File: config.mk
export PLATFORM = sky130hd
export DESIGN_NAME = exh_pattern_gen
export DESIGN_NICKNAME = d
export VERILOG_FILES = /design/src/rtl/epg_pkg.sv /design/src/rtl/epg_shift_step.sv /design/src/rtl/epg_count_step.sv /design/src/rtl/epg_run_ctl.sv /design/src/rtl/exh_pattern_gen.sv
export SDC_FILE = /design/constraint.sdc
export NUM_CORES = 1
export LEC_CHECK = 0
export BUFFER_PORTS_ARGS = -buffer_cell sky130_fd_sc_hd__buf_4
export CORE_ASPECT_RATIO = 0.5
export CORE_MARGIN = 2
export CORE_UTILIZATION = 40
export CTS_BUF_LIST = sky130_fd_sc_hd__clkbuf_4 sky130_fd_sc_hd__clkbuf_8 sky130_fd_sc_hd__clkbuf_16
export CTS_CLUSTER_SIZE = 10
export DETAILED_ROUTE_END_ITERATION = 8
export SYNTH_ARGS = -nofsm -noshare
export SYNTH_HDL_FRONTEND = slang
export SYNTH_SLANG_ARGS = --single-unit
File: constraint.sdc
create_clock -name clk -period 1.7 [get_ports clk]
set_clock_uncertainty 0.2 [all_clocks]
set_input_delay 0.085 -clock clk [delete_from_list [all_inputs] [get_ports clk]]
set_output_delay 0.085 -clock clk [all_outputs]
set_load 0.03 [all_outputs]
File: src/rtl/epg_pkg.sv
package epg_pkg;

   localparam int unsigned EPG_MIN_W = 3;
   localparam int unsigned EPG_MAX_W = 24;

   typedef enum logic {
      GEN_COUNT = 1'b0,
      GEN_SHIFT = 1'b1
   } gen_mode_e;

   // Primitive feedback polynomials; bit k-1 set means stage k is tapped.
   function automatic logic [EPG_MAX_W-1:0] tap_mask(input int unsigned w);
      logic [EPG_MAX_W-1:0] m;
      m = '0;
      case (w)
         3:  m = 24'h000006;
         4:  m = 24'h00000C;
         5:  m = 24'h000014;
         6:  m = 24'h000030;
         7:  m = 24'h000060;
         8:  m = 24'h0000B8;
         9:  m = 24'h000110;
         10: m = 24'h000240;
         11: m = 24'h000500;
         12: m = 24'h000829;
         13: m = 24'h00100D;
         14: m = 24'h002015;
         15: m = 24'h006000;
         16: m = 24'h00D008;
         17: m = 24'h012000;
         18: m = 24'h020400;
         19: m = 24'h040023;
         20: m = 24'h090000;
         21: m = 24'h140000;
         22: m = 24'h300000;
         23: m = 24'h420000;
         24: m = 24'hE10000;
         default: m = '0;
      endcase
      return m;
   endfunction

endpackage

File: src/rtl/epg_shift_step.sv
module epg_shift_step
   import epg_pkg::*;
#(
   parameter int unsigned WIDTH = 8
) (
   input  logic [WIDTH-1:0] cur,
   output logic [WIDTH-1:0] nxt
);

   localparam logic [EPG_MAX_W-1:0] TAP_ALL = tap_mask(WIDTH);
   localparam logic [WIDTH-1:0]     TAPS    = TAP_ALL[WIDTH-1:0];

   logic [WIDTH-1:0] tapped;
   logic             low_clear;
   logic             fb;

   for (genvar i = 0; i < WIDTH; i++) begin : g_tap
      if (TAPS[i]) begin : g_on
         assign tapped[i] = cur[i];
      end else begin : g_off
         assign tapped[i] = 1'b0;
      end
   end

   // The correction term steers top-only into zero and zero into the seed.
   assign low_clear = (cur[WIDTH-2:0] == '0);
   assign fb        = (^tapped) ^ low_clear;
   assign nxt       = {cur[WIDTH-2:0], fb};

endmodule

File: src/rtl/epg_count_step.sv
module epg_count_step #(
   parameter int unsigned WIDTH = 8
) (
   input  logic [WIDTH-1:0] cur,
   output logic [WIDTH-1:0] nxt
);

   localparam logic [WIDTH-1:0] ONE = WIDTH'(1);

   assign nxt = cur + ONE;

endmodule

File: src/rtl/epg_run_ctl.sv
module epg_run_ctl #(
   parameter int unsigned WIDTH = 8
) (
   input  logic clk,
   input  logic rst,
   input  logic start,
   output logic load,
   output logic advance,
   output logic running,
   output logic finished
);

   localparam logic [WIDTH-1:0] LAST = '1;
   localparam logic [WIDTH-1:0] ONE  = WIDTH'(1);

   logic [WIDTH-1:0] emitted_q;
   logic             run_q;
   logic             fin_q;
   logic             at_last;

   assign at_last = (emitted_q == LAST);
   assign load    = !run_q && start;
   assign advance = run_q && !at_last;

   always_ff @(posedge clk) begin
      if (rst) begin
         run_q     <= 1'b0;
         fin_q     <= 1'b0;
         emitted_q <= '0;
      end else begin
         fin_q <= 1'b0;
         if (load) begin
            run_q     <= 1'b1;
            emitted_q <= '0;
         end else if (run_q) begin
            if (at_last) begin
               run_q <= 1'b0;
               fin_q <= 1'b1;
            end else begin
               emitted_q <= emitted_q + ONE;
            end
         end
      end
   end

   assign running  = run_q;
   assign finished = fin_q;

endmodule

File: src/rtl/exh_pattern_gen.sv
module exh_pattern_gen
   import epg_pkg::*;
#(
   parameter int unsigned WIDTH = 8
) (
   input  logic             clk,
   input  logic             rst,
   input  logic             start,
   input  logic             mode,
   output logic [WIDTH-1:0] pattern,
   output logic             valid,
   output logic             done
);

   if (WIDTH < EPG_MIN_W || WIDTH > EPG_MAX_W) begin : g_bad_width
      $error("exh_pattern_gen: WIDTH must lie in 3..24");
   end

   localparam logic [WIDTH-1:0] SEED_SHIFT = WIDTH'(1);
   localparam logic [WIDTH-1:0] SEED_COUNT = '0;

   logic [WIDTH-1:0] pat_q;
   logic [WIDTH-1:0] nxt_shift;
   logic [WIDTH-1:0] nxt_count;
   gen_mode_e        mode_q;
   gen_mode_e        mode_in;
   logic             load;
   logic             advance;
   logic             running;
   logic             finished;

   assign mode_in = gen_mode_e'(mode);

   epg_run_ctl #(.WIDTH(WIDTH)) u_ctl (
      .clk      (clk),
      .rst      (rst),
      .start    (start),
      .load     (load),
      .advance  (advance),
      .running  (running),
      .finished (finished)
   );

   epg_shift_step #(.WIDTH(WIDTH)) u_shift (
      .cur (pat_q),
      .nxt (nxt_shift)
   );

   epg_count_step #(.WIDTH(WIDTH)) u_count (
      .cur (pat_q),
      .nxt (nxt_count)
   );

   always_ff @(posedge clk) begin
      if (rst || load) begin
         mode_q <= mode_in;
         pat_q  <= (mode_in == GEN_SHIFT) ? SEED_SHIFT : SEED_COUNT;
      end else if (advance) begin
         pat_q  <= (mode_q == GEN_SHIFT) ? nxt_shift : nxt_count;
      end
   end

   assign pattern = pat_q;
   assign valid   = running;
   assign done    = finished;

endmodule

# --- Yosys cells after proc, flatten, opt, wreduce, memory -nomap -nowiden ---
# Index checks and enable logic that the tools add are counted.
totals:
  regBits: 19
  elab_cells: 30
op_classes:
  add_sub_neg: 2
  eq_ne: 1
  n_mux: 8
  bitwise_logic: 3
  n_reduce_logical: 11
ops:
  columns: ["operator", "count"]
  rows:
  - ["two-way mux 8 bit", 3]
  - ["adder 8 x 1 -> 8 bit (second input constant)", 2]
  - ["equality test 8 bit (second input constant)", 1]
  - ["parity 8 bit", 1]
  - ["logical NOT 7 bit", 1]
  - ["two-way mux 1 bit", 5]
  - ["OR reduction 3 bit", 1]
  - ["logical AND 1 bit", 2]
  - ["logical NOT 1 bit", 2]
  - ["NOT 1 bit", 2]
  - ["AND reduction 2 bit", 1]
  - ["nonzero test 2 bit", 1]
  - ["OR reduction 2 bit", 1]
  - ["logical OR 1 bit", 1]
  - ["XOR 1 bit", 1]

# --- Depth between registers and ports, before layout ---
# Gate-level depths: netlist (run 1).
logic_depth:
  depth_word: 5
  depth_mapped: 6
  depth_no_buf: 6

# --- Modules after synthesis ---
# Synthesis (run 1) repeated with hierarchy kept, for this count alone.
hier_totals:
  hier_cells: 118
  area_unflattened_um2: 1183.6
modules_own_cells:
  columns: ["mod", "cells_per_inst", "area_per_inst_um2", "instances"]
  rows:
  - ["epg_run_ctl", 56, 521.8, 1]
  - ["exh_pattern_gen", 30, 419.2, 1]
  - ["epg_shift_step", 16, 126.4, 1]
  - ["epg_count_step", 16, 116.4, 1]

# --- Worst setup path before layout (run 1) ---
# Ideal clock, no wire load.
synth_path:
  path_type: "reg2reg"
  startpoint: "register pat_q[4] (netlist: pattern[4])"
  endpoint: "register pat_q[0] (netlist: pattern[0]), data pin"
  path_buffers: 0
  path_stages_with_launch: 6
  arrival_ps: 1389
  path_slack_ps: -152
  required_time_ps: 1238
  cell_sequence: "edfxtp_1 -> inv_1 -> ha_1 -> xnor2_1 -> xnor2_1 -> o21ai_0"
synth_via:
  elab_chain_len: 5
synth_rtl:
  columns: ["item", "line_no", "text"]
  rows:
  - ["start, declared", "exh_pattern_gen.sv:22", "logic [WIDTH-1:0] pat_q;"]
  - ["start signal, assigned", "exh_pattern_gen.sv:57", "pat_q <= (mode_in == GEN_SHIFT) ? SEED_SHIFT : SEED_COUNT;"]
  - ["start signal, assigned", "exh_pattern_gen.sv:59", "pat_q <= (mode_q == GEN_SHIFT) ? nxt_shift : nxt_count;"]
  - ["parity 8 bit or logical NOT 7 bit (tied branches)", "epg_shift_step.sv:27, epg_shift_step.sv:26", null]
  - ["XOR 1 bit *", "epg_shift_step.sv:27", "assign fb = (^tapped) ^ low_clear;"]
  - ["two-way mux 8 bit *", "exh_pattern_gen.sv:59", null]
  - ["two-way mux 8 bit *", "exh_pattern_gen.sv:58", "end else if (advance) begin"]
  - ["two-way mux 8 bit *", "exh_pattern_gen.sv:55", "if (rst || load) begin"]
# Every way passes the cells marked *; elsewhere a longest branch is shown, timed or not. The select of a mux whose other input is x is not followed.
# A chain may end at the register's enable or synchronous reset.

# --- Final worst setup path (run 1) ---
layout_path:
  startpoint: "register pat_q[0] (netlist: pattern[0])"
  endpoint: "register pat_q[5] (netlist: pattern[5]), data pin"
layout_via:
  elab_chain_len: 4
layout_rtl:
  columns: ["item", "line_no", "text"]
  rows:
  - ["adder 8 x 1 -> 8 bit", "epg_count_step.sv:10", "assign nxt = cur + ONE;"]
  - ["two-way mux 8 bit", "exh_pattern_gen.sv:59", null]
  - ["two-way mux 8 bit", "exh_pattern_gen.sv:58", null]
  - ["two-way mux 8 bit", "exh_pattern_gen.sv:55", null]
# No other way between the ends. The select of a mux whose other input is x is not followed.

==> metrics.md, run 1 <==
| Metric | Value |
|---|---|
| Initial antenna violation count | 0 |
| Worst slew pin tran | 0.532 ns |
| Most used flip-flop cell after synthesis | dfxtp_1 |
| Final non-filler cell total | 180 |
| Via/cell ratio | 4.96 |
| CP Launch Type | register |
| Final wirelength | 2260 µm |
| Pleak | 0.566 nW |
| Outcome | finished, final reports clean |
| Final GP Congestion | 0.750 |
| Net Count, Synth | 119 |
| RSZ-0062 raised after global routing | yes |
| H-Tree Depth | 1 |
| Area grow syn2layout | 34.4% |
| Clk Latency, worst-skew pair | 0.25 ns |
| Std-Cell Rows | 13 |
| CP Cell Sequence | buf_4 > buf_4 > and4_1 > a211o_1 > a21oi_2 |
| First-pass GRT wire length | 3460 µm |
| Pwr per Cell Area | 831 mW/mm² |
| GR Overflow Total | 0 |
| Dpl hpwl | 1580 µm |
| Cell count after synthesis | 110 |
| Layout cells sized above 1 | 39.9% |
| Worst-path clk slew | 0.07 ns |
| Slew Viols, Final | 0 |
| Register area share after synthesis | 43.0% |
| IO Port Bufs | 13 |
| Root buffer cell | clkbuf_8 |
| Slowest-stage cell, CP | edfxtp_1 |
| Mean Syn Cell Area | 9.94 µm² |
| IO Pins | 14 |
| Fin. Hold Viols | 0 |
| # Max-Cap Violations | 0 |
| Hold Slack | 0.307 ns |
| Vias in the first global route | 779 |
| Slowest cell delay on critical path | 0.40 ns |
| Syn Std Cell Area | 0.00109 mm² |
| Setup CP Type | reg -> reg |
| Hold Crit Class | reg -> reg |
| N_diodes | 0 |
| Die width | 77.9 µm |
| Die area | 0.00319 mm² |
| DR iter-0 viols | 53 |
| Core Area | 0.00260 mm² |
| Async S/R FF share, synth | 0% |
| Setup violators final | 0 |
| Placed cells | 171 |
| Min Tclk post-route | 1.66 ns |
| Routed len/inst | 12.5 µm |
| Worst path arrival time | 1.57 ns |
| Nets | 153 |
| TritonCTS clock tree | yes |
| CP required | 1.61 ns |
| Drt drc | 0 |
| Via count | 893 |
| Normalized max-slew margin | 64.5% |
| Post-synth EDFFs | 9 |
| Fmax | 602 MHz |
| TritonRoute pass-1 iters | 4 |
| Clock Sinks | 19 |
| R2R depth | 5 |
| Num CTS Buffers | 3 |
| Worst hold path depth | 2 |
| Final period util | 97.7% |
| Pin count of the biggest net entering global routing | 16 |
| Max clock buf depth | 2 |
| Synthesis Warnings | 0 |
| Total track usage | 14.9% |
| ANT nets after route | 0 |
| Yosys reg bits | 19 |
| Critical Path End Type | register |
| Crit-path max FO | 3 |
| Worst path most repeated cell | buf_4 |
| Cell variety after synth | 38 |
| Setup_tns | 0 ns |
| Die H | 41.0 µm |
| Peak supply drop | 0.439 mV |
| Initial Util | 42.0% |
flip-flops by register name (all words and copies together), names as in the netlist:
signal,flops
pattern,8
u_ctl.emitted_q,8
mode_q,1
u_ctl.finished,1
u_ctl.running,1
critical path, delay by kind of cell, from the launching register on:
family | cells | cell delay (ns)
AO/OA/AOI/OAI | 2 | 0.43
flip-flops | 1 | 0.40
buffers and inverters | 2 | 0.30
AND/OR/NAND/NOR | 1 | 0.19
repair_timing:
item,4_1_cts,5_1_grt
hold buffers,3,0
setup endpoints to repair,1,11
buffers inserted,2,0
pin swaps,1,3
cloned,0,0
gates resized for setup,0,11
hold endpoints to repair,6,0
cell type report:
type	instances	area, µm²
fillers	228	1130
clock inverters	1	5.00
inverters	7	26.3
flip-flops and latches	19	470
multi-input cells	80	626
repair buffers	33	255
well taps	37	46.3
clock buffers	3	41.3
routing by layer:
metal | vias up | share of wire, % | GRT usage, %
li1 | 469 | - | -
met1 | 413 | 50 | 17.1
met2 | 9 | 47 | 28.2
met3 | 2 | 2.7 | 4.63
met4 | 0 | 0.84 | 5.26
met5 | - | 0 | 0
power by group:
part	total (mW)	switching, mW	internal [mW]
Sequential	0.556	0.0408	0.516
Combinational	0.354	0.183	0.171
Clock	0.311	0.148	0.163
cell usage after synthesis (all sizes together), types with 2 or more instances:
cell type | count | share of area [%]
nand3 | 5 | 2.7
o21ai | 6 | 3.1
mux2i | 4 | 3.7
nor4 | 2 | 1.1
buf | 3 | 1.9
a21oi | 7 | 5.3
xor2 | 3 | 2.4
xnor2 | 4 | 3.2
edfxtp | 9 | 25
ha | 5 | 5.7
dfxtp | 10 | 18
nor3 | 3 | 1.8
nand2 | 6 | 2.1
nand3b | 2 | 1.4
inv | 7 | 2.4
nand4 | 6 | 4.8
nor2 | 15 | 5.1
a211oi | 3 | 3.0
and4 | 2 | 1.7
stage by stage:
stage	utilization (%)	setup WS, ns	total power, mW	area (µm²)
detailed placement	50.9	0.0121	0.873	1330
finish	56.5	0.0393	1.22	1470
global placement	50.9	0.0130	0.870	1330
global route	56.5	-0.0598	1.29	1470
floorplan	-	-0.114	0.747	1090
CTS	54.4	0.00361	1.20	1420
placed cells by master (no fill, tap or decap), types with 3 or more instances in the layout:
| cell | n |
|---|---|
| inv_2 | 5 |
| xnor2_1 | 4 |
| nand4_1 | 5 |
| mux2i_1 | 4 |
| nor2_1 | 15 |
| edfxtp_1 | 9 |
| buf_4 | 30 |
| dfxtp_1 | 10 |
| o21ai_0 | 3 |
| nand2_1 | 5 |
| dlygate4sd3_1 | 3 |
| nand3_1 | 3 |
| clkbuf_8 | 3 |
| a21oi_2 | 4 |
| xor2_1 | 3 |
kinds of logic (layout without fill, tap and decap cells):
logic type / count (synthesis) / in the layout / share of synthesized area (%)
simple gates: 43 / 43 / 22.3
flops: 19 / 19 / 43.0
compound gates: 21 / 21 / 15.0
mux: 4 / 4 / 3.66
fa+ha+maj: 5 / 5 / 5.72
buf+inv: 11 / 44 / 4.69
xor+xnor: 7 / 7 / 5.61
path summary, 6_finish.rpt:
path / start / endpoint / slack, ns
setup / recovery: pattern[0]$_DFFE_PP_ / pattern[5]$_SDFFCE_PP0P_ / 0.04
hold reg to reg: u_ctl.running$_SDFF_PP0_ / u_ctl.finished$_SDFF_PP0_ / 0.31
setup reg to reg: pattern[0]$_DFFE_PP_ / pattern[5]$_SDFFCE_PP0P_ / 0.04
hold / removal: u_ctl.running$_SDFF_PP0_ / u_ctl.finished$_SDFF_PP0_ / 0.31
Power figures use the tool's default switching activity.
==> run 2: changes to the inputs <==
--- a/config.mk
+++ b/config.mk
@@ -6,7 +6,6 @@
 export NUM_CORES = 1
 export LEC_CHECK = 0
 export BUFFER_PORTS_ARGS = -buffer_cell sky130_fd_sc_hd__buf_4
-export CORE_ASPECT_RATIO = 0.5
 export CORE_MARGIN = 2
 export CORE_UTILIZATION = 40
 export CTS_BUF_LIST = sky130_fd_sc_hd__clkbuf_4 sky130_fd_sc_hd__clkbuf_8 sky130_fd_sc_hd__clkbuf_16
==> run 2 against run 1 <==
Die area shrank 0.80%. Cell count shrank 5.6%. Design area shrank 4.7%. Sequential power is essentially flat. Combinational power shrank 7.1%. Clock power shrank 22%. Clock-buffer cell count grew 1. Global-route usage shrank 0.059 points. Utilization shrank 1.4 points.
==> metrics.md, run 2 (same netlist as run 1, synthesis figures left out) <==
| Metric | Value |
|---|---|
| Outcome | finished, final reports clean |
| Pleak | 0.544 nW (-3.9%) |
| Most frequent cells in the layout | buf_4 (27), nor2_1 (15), dfxtp_1 (10), edfxtp_1 (9) |
| Core Area | 0.00254 mm² (-2.2%) |
| Peak supply drop | 0.458 mV (+4.4%) |
| Worst hold path depth | 2 (unchanged) |
| Critical path depth | 7 (+2) |
| H-Tree Depth | 1 (unchanged) |
| Num CTS Buffers | 3 (unchanged) |
| Root buffer cell | clkbuf_4 |
| Vias in the first global route | 859 (+10%) |
| First-pass GRT wire length | 3730 µm (+7.8%) |
| N_diodes | 0 (unchanged) |
| ANT nets after route | 0 (unchanged) |
| Slowest-stage cell, CP | edfxtp_1 |
| Initial antenna violation count | 0 (unchanged) |
| Critical Path End Type | register |
| Min Tclk post-route | 1.68 ns (+0.0201 ns) |
| R2R setup slack | 0.02 ns (-0.02 ns) |
| Hold Crit Class | reg -> reg |
| Buf/Inv on CP | 2 (unchanged) |
| Setup_tns | 0 ns (unchanged) |
| Slew Viols, Final | 0 (unchanged) |
| Pwr per Cell Area | 805 mW/mm² (-3.1%) |
| Final core utilization | 55.1% (-1.4 points) |
| Crit-path max FO | 7 (+4) |
| DR iter-0 viols | 17 (-68%) |
| Fillers | 229 (+0.44%) |
| Nets | 150 (-2.0%) |
| Layout cells sized above 1 | 36.4% (-3.4 points) |
| Fmax | 595 MHz (-1.2%) |
| Worst path most repeated cell | buf_4 |
| Die H | 56.3 µm (+37%) |
| GR Overflow Total | 0 (unchanged) |
| Initial Util | 43.0% (+0.95 points) |
| IO Pins | 14 (unchanged) |
| TritonCTS clock tree | yes |
| Std-Cell Rows | 18 (+5) |
| R2R depth | 7 (+2) |
| Max clock buf depth | 2 (unchanged) |
| CP required | 1.64 ns (+0.03 ns) |
| RSZ-0062 raised after global routing | yes |
| # Max-Cap Violations | 0 (unchanged) |
| IO Port Bufs | 13 (unchanged) |
| Routed len/inst | 13.4 µm (+7.0%) |
| TritonRoute pass-1 iters | 4 (unchanged) |
| CP Cell Sequence | buf_4 > buf_4 > ha_1 > nand4_1 > xnor2_1 > nor2_1 > a211oi_2 |
| Worst path arrival time | 1.62 ns (+0.05 ns) |
| Top delay family on crit path | flip-flops |
| Area grow syn2layout | 28.1% |
| Tot Pwr | 1.13 mW (-7.6%) |
| Most common cell after layout, fill and taps aside | buf_4 |
| Normalized max-slew margin | 68.1% (+3.6 points) |
| Via count | 906 (+1.5%) |
| Final GP Congestion | 0.826 (+10%) |
| Total track usage | 14.9% (-0.059 points) |
| Setup CP Type | reg -> reg |
| Die width | 56.3 µm (-28%) |
| Slowest cell delay on critical path | 0.42 ns (+0.02 ns) |
| Via/cell ratio | 5.33 (+7.4%) |
| Worst-path clk slew | 0.11 ns (+0.04 ns) |
| Clk Latency, worst-skew pair | 0.29 ns (+0.04 ns) |
| CP Launch Type | register |
| Dpl hpwl | 1640 µm (+3.4%) |
| Fin. Hold Viols | 0 (unchanged) |
| Hold Slack | 0.304 ns (-0.00349 ns) |
| Worst slew pin tran | 0.478 ns (-0.0541 ns) |
| Die area | 0.00317 mm² (-0.80%) |
| Final wirelength | 2280 µm (+1.0%) |
| Setup violators final | 0 (unchanged) |
| Pin count of the biggest net entering global routing | 16 (unchanged) |
| Final period util | 98.9% (+1.2 points) |
| Clock Sinks | 19 (unchanged) |
| Drt drc | 0 (unchanged) |
## run 2: cell count changes in the layout (fill, tap and decap cells not counted), sizes merged
cell | previous run | this run
clkinv | 1 | 0
buf | 30 | 27
clkbuf | 3 | 4
## run 2: worst paths after layout
check,start,endpoint
worst max-delay path,pattern[4]$_SDFFCE_PP0P_,pattern[6]$_SDFFCE_PP0P_
worst min-delay path,u_ctl.running$_SDFF_PP0_,u_ctl.finished$_SDFF_PP0_
worst min register to register,u_ctl.running$_SDFF_PP0_,u_ctl.finished$_SDFF_PP0_
worst max register to register,pattern[4]$_SDFFCE_PP0P_,pattern[6]$_SDFFCE_PP0P_
## run 2: layout make-up
cell class,count,area (µm²),area share (%)
clock buffers,4,30.0,2.14
inverters,7,26.3,1.88
multi-input cells,80,604,43.1
flip-flops and latches,19,470,33.6
well taps,30,37.5,2.68
repair buffers,30,233,16.6
## run 2: metrics by stage
stage | instance area (µm²) | std cells | setup WS [ns]
finish | 1400 | 170 | 0.0192
global route | 1400 | 170 | -0.0807
CTS | 1380 | 169 | -0.00997
detailed placement | 1300 | 162 | -0.0192
global placement | 1300 | 162 | 0.0387
floorplan | 1090 | 110 | -0.114
## run 2: where the power goes
| group | internal, mW | switching, mW |
|---|---|---|
| clock network | 0.107 | 0.137 |
| logic | 0.152 | 0.176 |
| registers | 0.516 | 0.0399 |
## run 2: worst min-delay path, stage by stage, from the launching register on
cell and delay [ns]:
dfxtp_1 0.33, inv_2 0.08, nor4_1 0.06
## run 2: layer usage
| metal | track usage (%) | share of wire (%) |
|---|---|---|
| met3 | 2.30 | 2.7 |
| met2 | 28.2 | 53 |
| met1 | 16.2 | 44 |
| met5 | 0 | 0 |
| met4 | 6.12 | 0.79 |
## run 2: what timing repair did
item / in CTS / in global routing
setup endpoints to repair: 9 / 4
hold buffers: 3 / 0
pin swaps: 0 / 4
endpoints found under the hold margin: 6 / 0
resized for setup: 3 / 4
setup buffers: 0 / 1
